$ cat src/rtl/pm_pkg.sv
package pm_pkg;
  typedef enum logic [2:0] {
    OP_NOP      = 3'd0,
    OP_TXALLOC  = 3'd1,
    OP_RESET    = 3'd2,
    OP_RXPOP    = 3'd3,
    OP_RXPOPFREE= 3'd4,
    OP_FREE     = 3'd5,
    OP_TXPUSH   = 3'd6,
    OP_TXCLR    = 3'd7
  } pm_op_e;

  localparam logic [7:0] FAIL_CODE = 8'h80;
endpackage

$ cat src/rtl/pm_page_scan.sv
module pm_page_scan #(
  parameter int N_PAGES = 4,
  localparam int PW = (N_PAGES > 1) ? $clog2(N_PAGES) : 1
) (
  input  logic [N_PAGES-1:0] busy,
  output logic               found,
  output logic [PW-1:0]      idx
);
  always_comb begin
    found = 1'b0;
    idx   = '0;
    for (int i = N_PAGES - 1; i >= 0; i--) begin
      if (!busy[i]) begin
        found = 1'b1;
        idx   = PW'(i);
      end
    end
  end
endmodule

$ cat src/rtl/pm_page_fifo.sv
module pm_page_fifo #(
  parameter int DEPTH = 4,
  parameter int W     = 2,
  localparam int AW   = (DEPTH > 1) ? $clog2(DEPTH) : 1,
  localparam int CW   = $clog2(DEPTH + 1)
) (
  input  logic         clk,
  input  logic         rst_n,
  input  logic         push,
  input  logic [W-1:0] wdata,
  input  logic         pop,
  input  logic         clr,
  output logic [W-1:0] head,
  output logic         empty,
  output logic         full
);
  logic [W-1:0]  mem [DEPTH];
  logic [AW-1:0] rd_q, rd_d, wr_q, wr_d;
  logic [CW-1:0] cnt_q, cnt_d;
  logic          do_push, do_pop;

  assign empty   = (cnt_q == '0);
  assign full    = (cnt_q == CW'(DEPTH));
  assign do_push = push && !full && !clr;
  assign do_pop  = pop && !empty && !clr;
  assign head    = mem[rd_q];

  always_comb begin
    rd_d  = rd_q;
    wr_d  = wr_q;
    cnt_d = cnt_q;
    if (clr) begin
      rd_d  = '0;
      wr_d  = '0;
      cnt_d = '0;
    end else begin
      if (do_push) wr_d = (wr_q == AW'(DEPTH - 1)) ? '0 : wr_q + 1'b1;
      if (do_pop)  rd_d = (rd_q == AW'(DEPTH - 1)) ? '0 : rd_q + 1'b1;
      case ({do_push, do_pop})
        2'b10:   cnt_d = cnt_q + 1'b1;
        2'b01:   cnt_d = cnt_q - 1'b1;
        default: cnt_d = cnt_q;
      endcase
    end
  end

  always_ff @(posedge clk or negedge rst_n) begin
    if (!rst_n) begin
      rd_q  <= '0;
      wr_q  <= '0;
      cnt_q <= '0;
    end else begin
      rd_q  <= rd_d;
      wr_q  <= wr_d;
      cnt_q <= cnt_d;
    end
  end

  always_ff @(posedge clk) begin
    if (do_push) mem[wr_q] <= wdata;
  end

  // a dropped push leaves a full queue full
  p_full_hold_r6: assert property (@(posedge clk) disable iff (!rst_n)
    (full && push && !pop && !clr) |=> full);
  // popping an empty queue leaves it empty
  p_empty_hold_r9: assert property (@(posedge clk) disable iff (!rst_n)
    (empty && pop && !push && !clr) |=> empty);
  p_cnt_bound_r5: assert property (@(posedge clk) disable iff (!rst_n)
    cnt_q <= CW'(DEPTH));
endmodule

$ cat src/rtl/pkt_page_mgr.sv
module pkt_page_mgr
  import pm_pkg::*;
#(
  parameter int N_PAGES = 4,
  parameter int Q_DEPTH = 4,
  localparam int PW = (N_PAGES > 1) ? $clog2(N_PAGES) : 1,
  localparam int CW = $clog2(N_PAGES + 1)
) (
  input  logic          clk,
  input  logic          rst_n,
  input  logic          cmd_valid,
  input  logic [7:0]    cmd_code,
  input  logic [PW-1:0] pkt_num,
  input  logic          tx_enable,
  input  logic          auto_release,
  input  logic          rel_valid,
  input  logic [PW-1:0] rel_page,
  input  logic          rx_req,
  input  logic          done_ack,
  output logic          rx_grant,
  output logic [PW-1:0] rx_page,
  output logic          tx_valid,
  output logic [PW-1:0] tx_page,
  output logic [7:0]    alloc_result,
  output logic [7:0]    tx_done_head,
  output logic [7:0]    rx_head,
  output logic [CW-1:0] pages_used,
  output logic [7:0]    mem_pages,
  output logic          ev_alloc_done
);
  pm_op_e               op;
  logic                 unused_cmd_lo;
  logic [N_PAGES-1:0]   bm_q, bm_d, bm_mid;
  logic [7:0]           res_q, res_d;
  logic                 ev_q, ev_d;
  logic                 free_en;
  logic [PW-1:0]        free_pg;
  logic                 found;
  logic [PW-1:0]        low_idx;
  logic                 rel_go, drain, rx_try;

  logic                 txq_push, txq_pop, txq_clr, txq_empty, txq_full;
  logic [PW-1:0]        txq_head;
  logic                 dq_push, dq_pop, dq_clr, dq_empty, dq_full;
  logic [PW-1:0]        dq_head;
  logic                 rxq_push, rxq_pop, rxq_clr, rxq_empty, rxq_full;
  logic [PW-1:0]        rxq_head;

  assign op            = pm_op_e'(cmd_code[7:5]);
  assign unused_cmd_lo = ^cmd_code[4:0];

  // Arbitration: command > release > drain > receive request
  assign rel_go = rel_valid && !cmd_valid;
  assign drain  = tx_enable && !txq_empty && !cmd_valid && !rel_valid;
  assign rx_try = rx_req && !cmd_valid && !rel_valid && !drain;

  // Which page, if any, is freed this cycle
  always_comb begin
    free_en = 1'b0;
    free_pg = '0;
    if (cmd_valid) begin
      if (op == OP_RXPOPFREE && !rxq_empty) begin
        free_en = 1'b1;
        free_pg = rxq_head;
      end else if (op == OP_FREE) begin
        free_en = 1'b1;
        free_pg = pkt_num;
      end
    end else if (rel_go) begin
      free_en = 1'b1;
      free_pg = rel_page;
    end else if (drain && auto_release) begin
      free_en = 1'b1;
      free_pg = txq_head;
    end
  end

  always_comb begin
    bm_mid = bm_q;
    if (free_en) bm_mid[free_pg] = 1'b0;
  end

  pm_page_scan #(.N_PAGES(N_PAGES)) i_scan (
    .busy  (bm_mid),
    .found (found),
    .idx   (low_idx)
  );

  // Next-state logic
  always_comb begin
    bm_d     = bm_mid;
    res_d    = res_q;
    ev_d     = 1'b0;
    txq_push = 1'b0; txq_pop = 1'b0; txq_clr = 1'b0;
    dq_push  = 1'b0; dq_pop  = done_ack && !cmd_valid; dq_clr = 1'b0;
    rxq_push = 1'b0; rxq_pop = 1'b0; rxq_clr = 1'b0;
    rx_grant = 1'b0;
    if (cmd_valid) begin
      case (op)
        OP_TXALLOC: begin
          if (found) begin
            bm_d[low_idx] = 1'b1;
            res_d         = 8'(low_idx);
            ev_d          = 1'b1;
          end else begin
            res_d = FAIL_CODE;
          end
        end
        OP_RESET: begin
          bm_d    = '0;
          res_d   = 8'h00;
          txq_clr = 1'b1;
          dq_clr  = 1'b1;
          rxq_clr = 1'b1;
        end
        OP_RXPOP, OP_RXPOPFREE: rxq_pop = 1'b1;
        OP_TXPUSH: txq_push = 1'b1;
        OP_TXCLR: begin
          txq_clr = 1'b1;
          dq_clr  = 1'b1;
        end
        default: ;
      endcase
    end
    if (drain) begin
      txq_pop = 1'b1;
      dq_push = !auto_release;
    end
    if (rx_try && found && !rxq_full) begin
      bm_d[low_idx] = 1'b1;
      rxq_push      = 1'b1;
      rx_grant      = 1'b1;
    end
    // Pending transmit allocation retried on any free
    if (free_en && res_q == FAIL_CODE && found) begin
      bm_d[low_idx] = 1'b1;
      res_d         = 8'(low_idx);
      ev_d          = 1'b1;
    end
  end

  always_ff @(posedge clk or negedge rst_n) begin
    if (!rst_n) begin
      bm_q  <= '0;
      res_q <= 8'h00;
      ev_q  <= 1'b0;
    end else begin
      bm_q  <= bm_d;
      res_q <= res_d;
      ev_q  <= ev_d;
    end
  end

  pm_page_fifo #(.DEPTH(Q_DEPTH), .W(PW)) i_txq (
    .clk(clk), .rst_n(rst_n), .push(txq_push), .wdata(pkt_num), .pop(txq_pop),
    .clr(txq_clr), .head(txq_head), .empty(txq_empty), .full(txq_full)
  );

  pm_page_fifo #(.DEPTH(Q_DEPTH), .W(PW)) i_doneq (
    .clk(clk), .rst_n(rst_n), .push(dq_push), .wdata(txq_head), .pop(dq_pop),
    .clr(dq_clr), .head(dq_head), .empty(dq_empty), .full(dq_full)
  );

  pm_page_fifo #(.DEPTH(Q_DEPTH), .W(PW)) i_rxq (
    .clk(clk), .rst_n(rst_n), .push(rxq_push), .wdata(low_idx), .pop(rxq_pop),
    .clr(rxq_clr), .head(rxq_head), .empty(rxq_empty), .full(rxq_full)
  );

  always_comb begin
    pages_used = '0;
    for (int i = 0; i < N_PAGES; i++) pages_used = pages_used + CW'(bm_q[i]);
  end

  assign rx_page       = low_idx;
  assign tx_valid      = drain;
  assign tx_page       = txq_head;
  assign alloc_result  = res_q;
  assign ev_alloc_done = ev_q;
  assign tx_done_head  = dq_empty  ? FAIL_CODE : 8'(dq_head);
  assign rx_head       = rxq_empty ? FAIL_CODE : 8'(rxq_head);
  assign mem_pages     = 8'(N_PAGES);

  // a grant hands out a free page into a queue with room
  p_grant_free_r8: assert property (@(posedge clk) disable iff (!rst_n)
    rx_grant |-> (!bm_q[rx_page] && !rxq_full));
  // a release with an allocation pending completes it
  p_retry_r3: assert property (@(posedge clk) disable iff (!rst_n)
    (rel_valid && !cmd_valid && alloc_result == FAIL_CODE)
      |=> (alloc_result != FAIL_CODE && ev_alloc_done));
  // allocation on a full buffer fails without an event
  p_full_fail_r2: assert property (@(posedge clk) disable iff (!rst_n)
    (cmd_valid && cmd_code[7:5] == 3'd1 && pages_used == CW'(N_PAGES))
      |=> (alloc_result == FAIL_CODE && !ev_alloc_done));
  // the event only accompanies a valid page number
  p_ev_valid_r2: assert property (@(posedge clk) disable iff (!rst_n)
    ev_alloc_done |-> !alloc_result[7]);
  // reset command empties the bitmap
  p_reset_cmd_r4: assert property (@(posedge clk) disable iff (!rst_n)
    (cmd_valid && cmd_code[7:5] == 3'd2)
      |=> (pages_used == '0 && alloc_result == 8'h00));
  // a drain never shares a cycle with a command or release
  p_prio_r12: assert property (@(posedge clk) disable iff (!rst_n)
    tx_valid |-> (!cmd_valid && !rel_valid && tx_enable));
endmodule

$ cat config.mk
export PLATFORM = sky130hd
export DESIGN_NAME = pkt_page_mgr
export DESIGN_NICKNAME = d
export VERILOG_FILES = /design/src/rtl/pm_pkg.sv /design/src/rtl/pm_page_scan.sv /design/src/rtl/pm_page_fifo.sv /design/src/rtl/pkt_page_mgr.sv
export SDC_FILE = /design/constraint.sdc
export NUM_CORES = 1
export LEC_CHECK = 0
export ABC_CLOCK_PERIOD_IN_PS = 3600
export BUFFER_PORTS_ARGS = -buffer_cell sky130_fd_sc_hd__buf_2
export CAP_MARGIN = 15
export CORE_MARGIN = 5
export CORE_UTILIZATION = 55
export DETAILED_ROUTE_END_ITERATION = 10
export PLACE_DENSITY = 0.76
export SYNTH_ARGS = -nofsm -noshare
export SYNTH_HDL_FRONTEND = slang
export SYNTH_SLANG_ARGS = --single-unit
export TNS_END_PERCENT = 30
$ cat constraint.sdc
create_clock -name clk -period 3.6 [get_ports clk]
set_input_delay 0.72 -clock clk [delete_from_list [all_inputs] [get_ports clk]]
set_output_delay 0.72 -clock clk [all_outputs]
set_load 0.02 [all_outputs]
==> results of run 1 <==
[cells by family (layout without fill, tap and decap cells)]
family                   after synthesis  after routing
XOR/XNOR                               8              8
buffers and inverters                 58             69
multiplexers                           9              9
flip-flops                            53             53
adder cells (fa/ha/maj)               22             22
AND/OR/NAND/NOR                      106            106
other                                  2             23
AO/OA/AOI/OAI                         54             54
[placed cells by master (no fill, tap or decap), types with 4 or more instances in the layout]
master	Yosys	routed
a21oi_1	7	7
o31ai_1	8	8
and3_1	4	4
buf_2	3	33
o22ai_1	4	4
o211ai_1	4	4
nand3_1	4	4
clkbuf_8	0	6
o21ai_0	5	5
conb_1	2	23
nor2_1	25	25
and2_1	14	14
inv_1	19	19
ha_1	18	18
dfrtp_1	29	29
fa_1	4	4
edfxtp_1	24	24
inv_2	4	4
mux4_2	4	4
nand2_1	27	27
nor3_1	8	8
a31oi_1	4	4
xor2_1	5	5
buf_4	25	4
[metal layers]
layer,part of all wire (%),global-route usage [%],vias to the layer above
li1,-,-,1107
met2,50,29.33,69
met1,42,20.82,1096
met5,0,0,-
met3,5.0,3.027,15
met4,2.7,7.082,0
[worst paths after layout]
check                                         endpoint  slack, ns
max                                         rx_page[0]       0.34
min                                  bm_q[1]$_DFF_PN0_       0.43
max reg2reg                 i_rxq.cnt_q[2]$_DFFE_PN0P_       0.75
min reg2reg                alloc_result[0]$_DFFE_PN0P_       0.51
max in group asynchronous    i_txq.wr_q[1]$_DFFE_PN0P_       2.74
min in group clk           alloc_result[0]$_DFFE_PN0P_       0.51
[where the power goes]
group          total, mW  switching (mW)  internal, mW  leakage (nW)
registers          0.904           0.143         0.761         0.600
logic              0.776           0.452         0.324         0.919
clock network      0.348           0.192         0.156        0.0512
total               2.03           0.787          1.24          1.57
[state kept, by name, summed over array words and instances, names as in the netlist]
| register | cells |
|---|---|
| i_rxq.mem | 8 |
| i_doneq.rd_q | 2 |
| ev_alloc_done | 1 |
| i_txq.rd_q | 2 |
| i_rxq.cnt_q | 3 |
| i_doneq.wr_q | 2 |
| alloc_result | 3 |
| bm_q | 4 |
| i_rxq.wr_q | 2 |
| i_doneq.cnt_q | 3 |
| i_rxq.rd_q | 2 |
| i_txq.wr_q | 2 |
| i_doneq.mem | 8 |
| i_txq.cnt_q | 3 |
| i_txq.mem | 8 |
[area by class of cell]
type	instances	area [µm²]
Sequential cell	53	1446
Fill cell	497	2355
Clock buffer	6	82.58
Tap cell	75	93.84
Inverter	24	90.09
Multi-Input combinational cell	222	1574
Timing Repair Buffer	37	195.2
Clock inverter	2	13.76
[stage by stage]
stage | utilization [%] | area (µm²) | hold WS, ns | instances | setup slack (ns)
finish | 59.75 | 3496 | 0.4334 | 419 | 0.3415
global route | 59.75 | 3496 | 0.4815 | 419 | 0.2531
CTS | 59.75 | 3496 | 0.4587 | 419 | 0.3661
detailed placement | 58.11 | 3400 | 0.4925 | 411 | 0.4839
global placement | 58.11 | 3400 | 0.4742 | 411 | 0.5058
floorplan | - | 3344 | 0.4244 | 333 | 0.7590
[synthesized netlist by cell type (all sizes together) (4+ instances only)]
cell / count
nand2b: 5
a31oi: 4
and2: 17
o22ai: 4
nor2: 25
mux4: 5
nand3: 4
inv: 23
a21oi: 7
fa: 4
xor2: 5
buf: 29
o21ai: 6
edfxtp: 24
and3: 4
nor3: 8
o31ai: 8
dfrtp: 29
ha: 18
clkbuf: 5
o211ai: 5
nand2: 27
==> results.ini, run 1 <==
[clocking]
cts.path.max_buffers=2
postCtsHoldBufs=0
cts_root_buffer=clkbuf_8
cts_resized=0
cts_setup_buffers=0
cts_max_level=2
clk-insertion-delay-late_ns=0.31
clk_pin_slew_worst_paths_ns=0.09
numCtsBuffers=5
cts_num_sinks=53
cts_tree=yes

[drt]
routedWlPerCell_um=14.44
first_iter_violations=145
drtPass1Iterations=4
drt_wl_total_um=6050
vias=2287
vias_per_cell=5.458
ant_nets=0
drc=0

[synthesis]
synth_edf_count=24
synth.area.mux_share_pct=4.828
synthFlopType=dfrtp_1
ys_warn_count=0
netlist_instances=312
synth_top_family_by_area=simple AND/OR/NAND/NOR gates
yosys.area_share.adder_pct=9.349
synth_top_area_share_pct=22.22
synth_seq_area_share_pct=44.29
synth_xor_xnor_area_share_pct=2.146
synthSimpleGateAreaFrac_pct=16.90
synth_area_leaders=dfrtp_1 22%, edfxtp_1 22%, ha_1 6.9%
synth_largest_area_cell=dfrtp_1
netlist_area_um2=3266
async_flop_share_pct=54.72
ys_types=59
synth_compound_area_share_pct=12.34
avgSynthCellArea_um2=10.47
ys_ff_latch=53

[sta]
slew_violations=0
clock.fmax_mhz=306.9
fin_skew_ns=0.008096
relSlewSlack_pct=56.47
finalCritPeriodShare_pct=90.51
rsz0062_at_grt=no
period_needed_ns=3.258
setup_tns_ns=0
worstMarginPinSlew_ns=0.6529
hold_viol_final=0
finalSetupViolCount=0

[global_route]
grt_pass1_vias=2211
gr-total-overflow=0
grt_max_degree=30
antenna_found_initial=0
grt_pass1_wl_um=10020
globalRouteTotalUtil_pct=16.98

[placement]
post-dp-hpwl_um=4759
gp_congestion=0.9263
port_buffers=33

[critical_path]
reg2reg_from=i_rxq.cnt_q[2]$_DFFE_PN0P_
worstSetupPathDepth=7
cpPeakStageDelay_ns=0.57
crit_family=compound AO/OA/AOI/OAI gates
path_max_fanout=7
crit_buf_inv=2
crit_path_start_kind=register
startpoint=i_rxq.rd_q[0]$_DFFE_PN0P_
path_cells=mux4_2, a311o_1, o211ai_2, o21a_1, o21ai_1, inv_2, buf_2
reg2reg_depth=13
crit_type=register to output port
cp-end-kind=output port
worstPathRequired_ns=2.88
cp_slowest_cell=mux4_2
cp.arrival_ns=2.54

[layout]
syn_to_final_growth_pct=7.050
drive_gt1_share_pct=18.60
final_nets=385
num_antenna_cells=0

[power_and_ir_drop]
total_power_mw=2.028
p_leak_nw=1.570
p_per_area_nw_per_um2=580.2
ir_worst_vdd_mv=0.2717

[floorplanning]
die-area_um2=7579
initial_core_util_pct=55.82
io_pins=62
placementRows=28
die_x_um=87.06
core_area_um2=5851
die_h_um=87.06

[worst_hold_path]
hold_class=primary input to async pin

[run]
max_cap_violations=0

[run_status]
status=completed

No activity file was read; power rests on OpenSTA's default activity.
==> inputs of run 2 (changes only) <==
CORE_ASPECT_RATIO = 1.5   (was not set)
==> run 2 against run 1 <==
Compared with the run above: utilization rose by 0.30 points; die area rose by 0.42%; clock power shrank 6.6%; power decreased by 0.79%; worst hold slack improved by 0.0022 ns; global-route usage rose by 1.6 points; first-iteration DRC count decreased by 17%; sequential share of layout area rose by 0.25 points; non-clock buffer count shrank 1; combinational power increased by 0.9%; flip-flop and latch count unchanged; register-to-register slack worse by 0.09 ns.
==> results.ini, run 2 (synthesis gave the netlist of run 1 again) <==
[critical_path]
crit_path_start_kind=primary input
path_max_fanout=7
cp-end-kind=output port
worstPathRequired_ns=2.88
reg2reg_depth=13
reg2reg_slack_ns=0.66
reg2reg_from=i_rxq.cnt_q[2]$_DFFE_PN0P_
startpoint=rel_valid
timing.rr.end=i_rxq.cnt_q[2]$_DFFE_PN0P_
crit_type=primary input to output port
endpoint=rx_page[0]
cp.arrival_ns=2.49

[sta]
period_needed_ns=3.214
relSlewSlack_pct=54.69
slew_violations=0
finalCritPeriodShare_pct=89.29
clock.fmax_mhz=311.1
worstMarginPinSlew_ns=0.6797
hold_viol_final=0
finalSetupViolCount=0
fin_skew_ns=0.007884
fin_ws_ns=0.3856
setup_tns_ns=0
rsz0062_at_grt=no

[drt]
first_iter_violations=120
vias=2291
vias_per_cell=5.520
drc=0
ant_nets=0
drtPass1Iterations=4
drt_wl_total_um=6500
routedWlPerCell_um=15.66

[global_route]
globalRouteTotalUtil_pct=18.57
grt_pass1_vias=2279
grt_max_degree=30
gr-total-overflow=0
antenna_found_initial=0
grt_pass1_wl_um=11010

[clocking]
cts_root_buffer=clkbuf_8
cts_resized=0
numCtsBuffers=5
cts_setup_buffers=0
clk-insertion-delay-late_ns=0.31
cts_max_level=2
postCtsHoldBufs=0
clk_pin_slew_worst_paths_ns=0.09
cts.path.max_buffers=2
cts_num_sinks=53
cts_tree=yes

[placement]
post-dp-hpwl_um=5123
place_ws_ns=0.3825
port_buffers=33
gp_congestion=0.8723

[power_and_ir_drop]
ir_worst_vdd_mv=0.2897
clock_power_share_pct=16.1
swShare_pct=39.44
p_leak_nw=1.558
p_seq_share_pct=44.9
internal-power_mw=1.219
p_per_area_nw_per_um2=579.1
power_switching_uw=793.6
comb_power_share_pct=38.9

[layout]
final_util_pct=60.06
final_cell_mix=33 x buf_2, 29 x dfrtp_1, 27 x nand2_1
final_nets=384
syn_to_final_growth_pct=6.398
reg_top3=i_doneq.mem: 8 flops, i_rxq.mem: 8 flops, i_txq.mem: 8 flops
layout_commonest_cell=buf_2
drive_gt1_share_pct=18.37
num_antenna_cells=0

[floorplanning]
die_h_um=104.4
die-area_um2=7611
placementRows=34
io_pins=62
initial_core_util_pct=56.44
die_x_um=72.92
core_area_um2=5786

[run]
max_cap_violations=0

[run_status]
status=completed

[worst_hold_path]
hold_class=primary input to async pin

-- run 2: through the flow --
step           std cells  hold WS (ns)  area (µm²)  total power [mW]
2_1_floorplan        333        0.4244        3344             1.522
3_3_place_gp         407        0.4933        3388             1.672
3_5_place_dp         407        0.5110        3388             1.705
4_1_cts              415        0.4610        3475             2.032
5_1_grt              415        0.4920        3475             2.180
6_report             415        0.4356        3475             2.012
-- run 2: final cells by class --
| type | count | area, µm² |
|---|---|---|
| fill | 527 | 2311 |
| multi-input combinational | 222 | 1574 |
| sequential | 53 | 1446 |
| timing repair buffer | 36 | 187.7 |
| inverter | 24 | 90.09 |
| tap | 72 | 90.09 |
| clock buffer | 5 | 68.82 |
| clock inverter | 3 | 17.52 |
-- run 2: worst max-delay path: stages --
cell and delay (ns):
buf_2 0.13, or2_2 0.28, o221ai_1 0.38, o211ai_2 0.24, o21a_1 0.24, o21ai_1 0.22
inv_2 0.11, buf_2 0.17
-- run 2: layer usage --
layer / vias up / part of all wire (%) / wire [µm] / global-route usage [%]
met5: - / 0 / 0 / 0
met4: 0 / 2.0 / 131 / 6.464
met3: 15 / 4.7 / 304 / 3.385
met2: 64 / 55 / 3543 / 33.14
met1: 1112 / 39 / 2521 / 21.62
li1: 1100 / - / - / -
-- run 2: how the worst min path moves through the flow --
stage,cells after the start,slack (ns),end,startpoint
after floorplan,0,0.42,alloc_result[0]$_DFFE_PN0P_,rst_n
after global placement,2,0.49,alloc_result[0]$_DFFE_PN0P_,alloc_result[0]$_DFFE_PN0P_
after detailed placement,2,0.51,alloc_result[0]$_DFFE_PN0P_,alloc_result[0]$_DFFE_PN0P_
after CTS,1,0.46,bm_q[1]$_DFF_PN0_,rst_n
after global routing,1,0.49,bm_q[0]$_DFF_PN0_,rst_n
final,1,0.44,i_txq.rd_q[0]$_DFFE_PN0P_,rst_n
-- run 2: power by group through the flow --
| stage | registers (mW) | clock network [mW] | logic (mW) |
|---|---|---|---|
| finish | 0.904 | 0.325 | 0.783 |
| CTS | 0.906 | 0.333 | 0.792 |
| detailed placement | 0.917 | 0 | 0.788 |
| global route | 0.932 | 0.362 | 0.886 |
| global placement | 0.913 | 0 | 0.759 |
| floorplan | 0.886 | 0 | 0.636 |
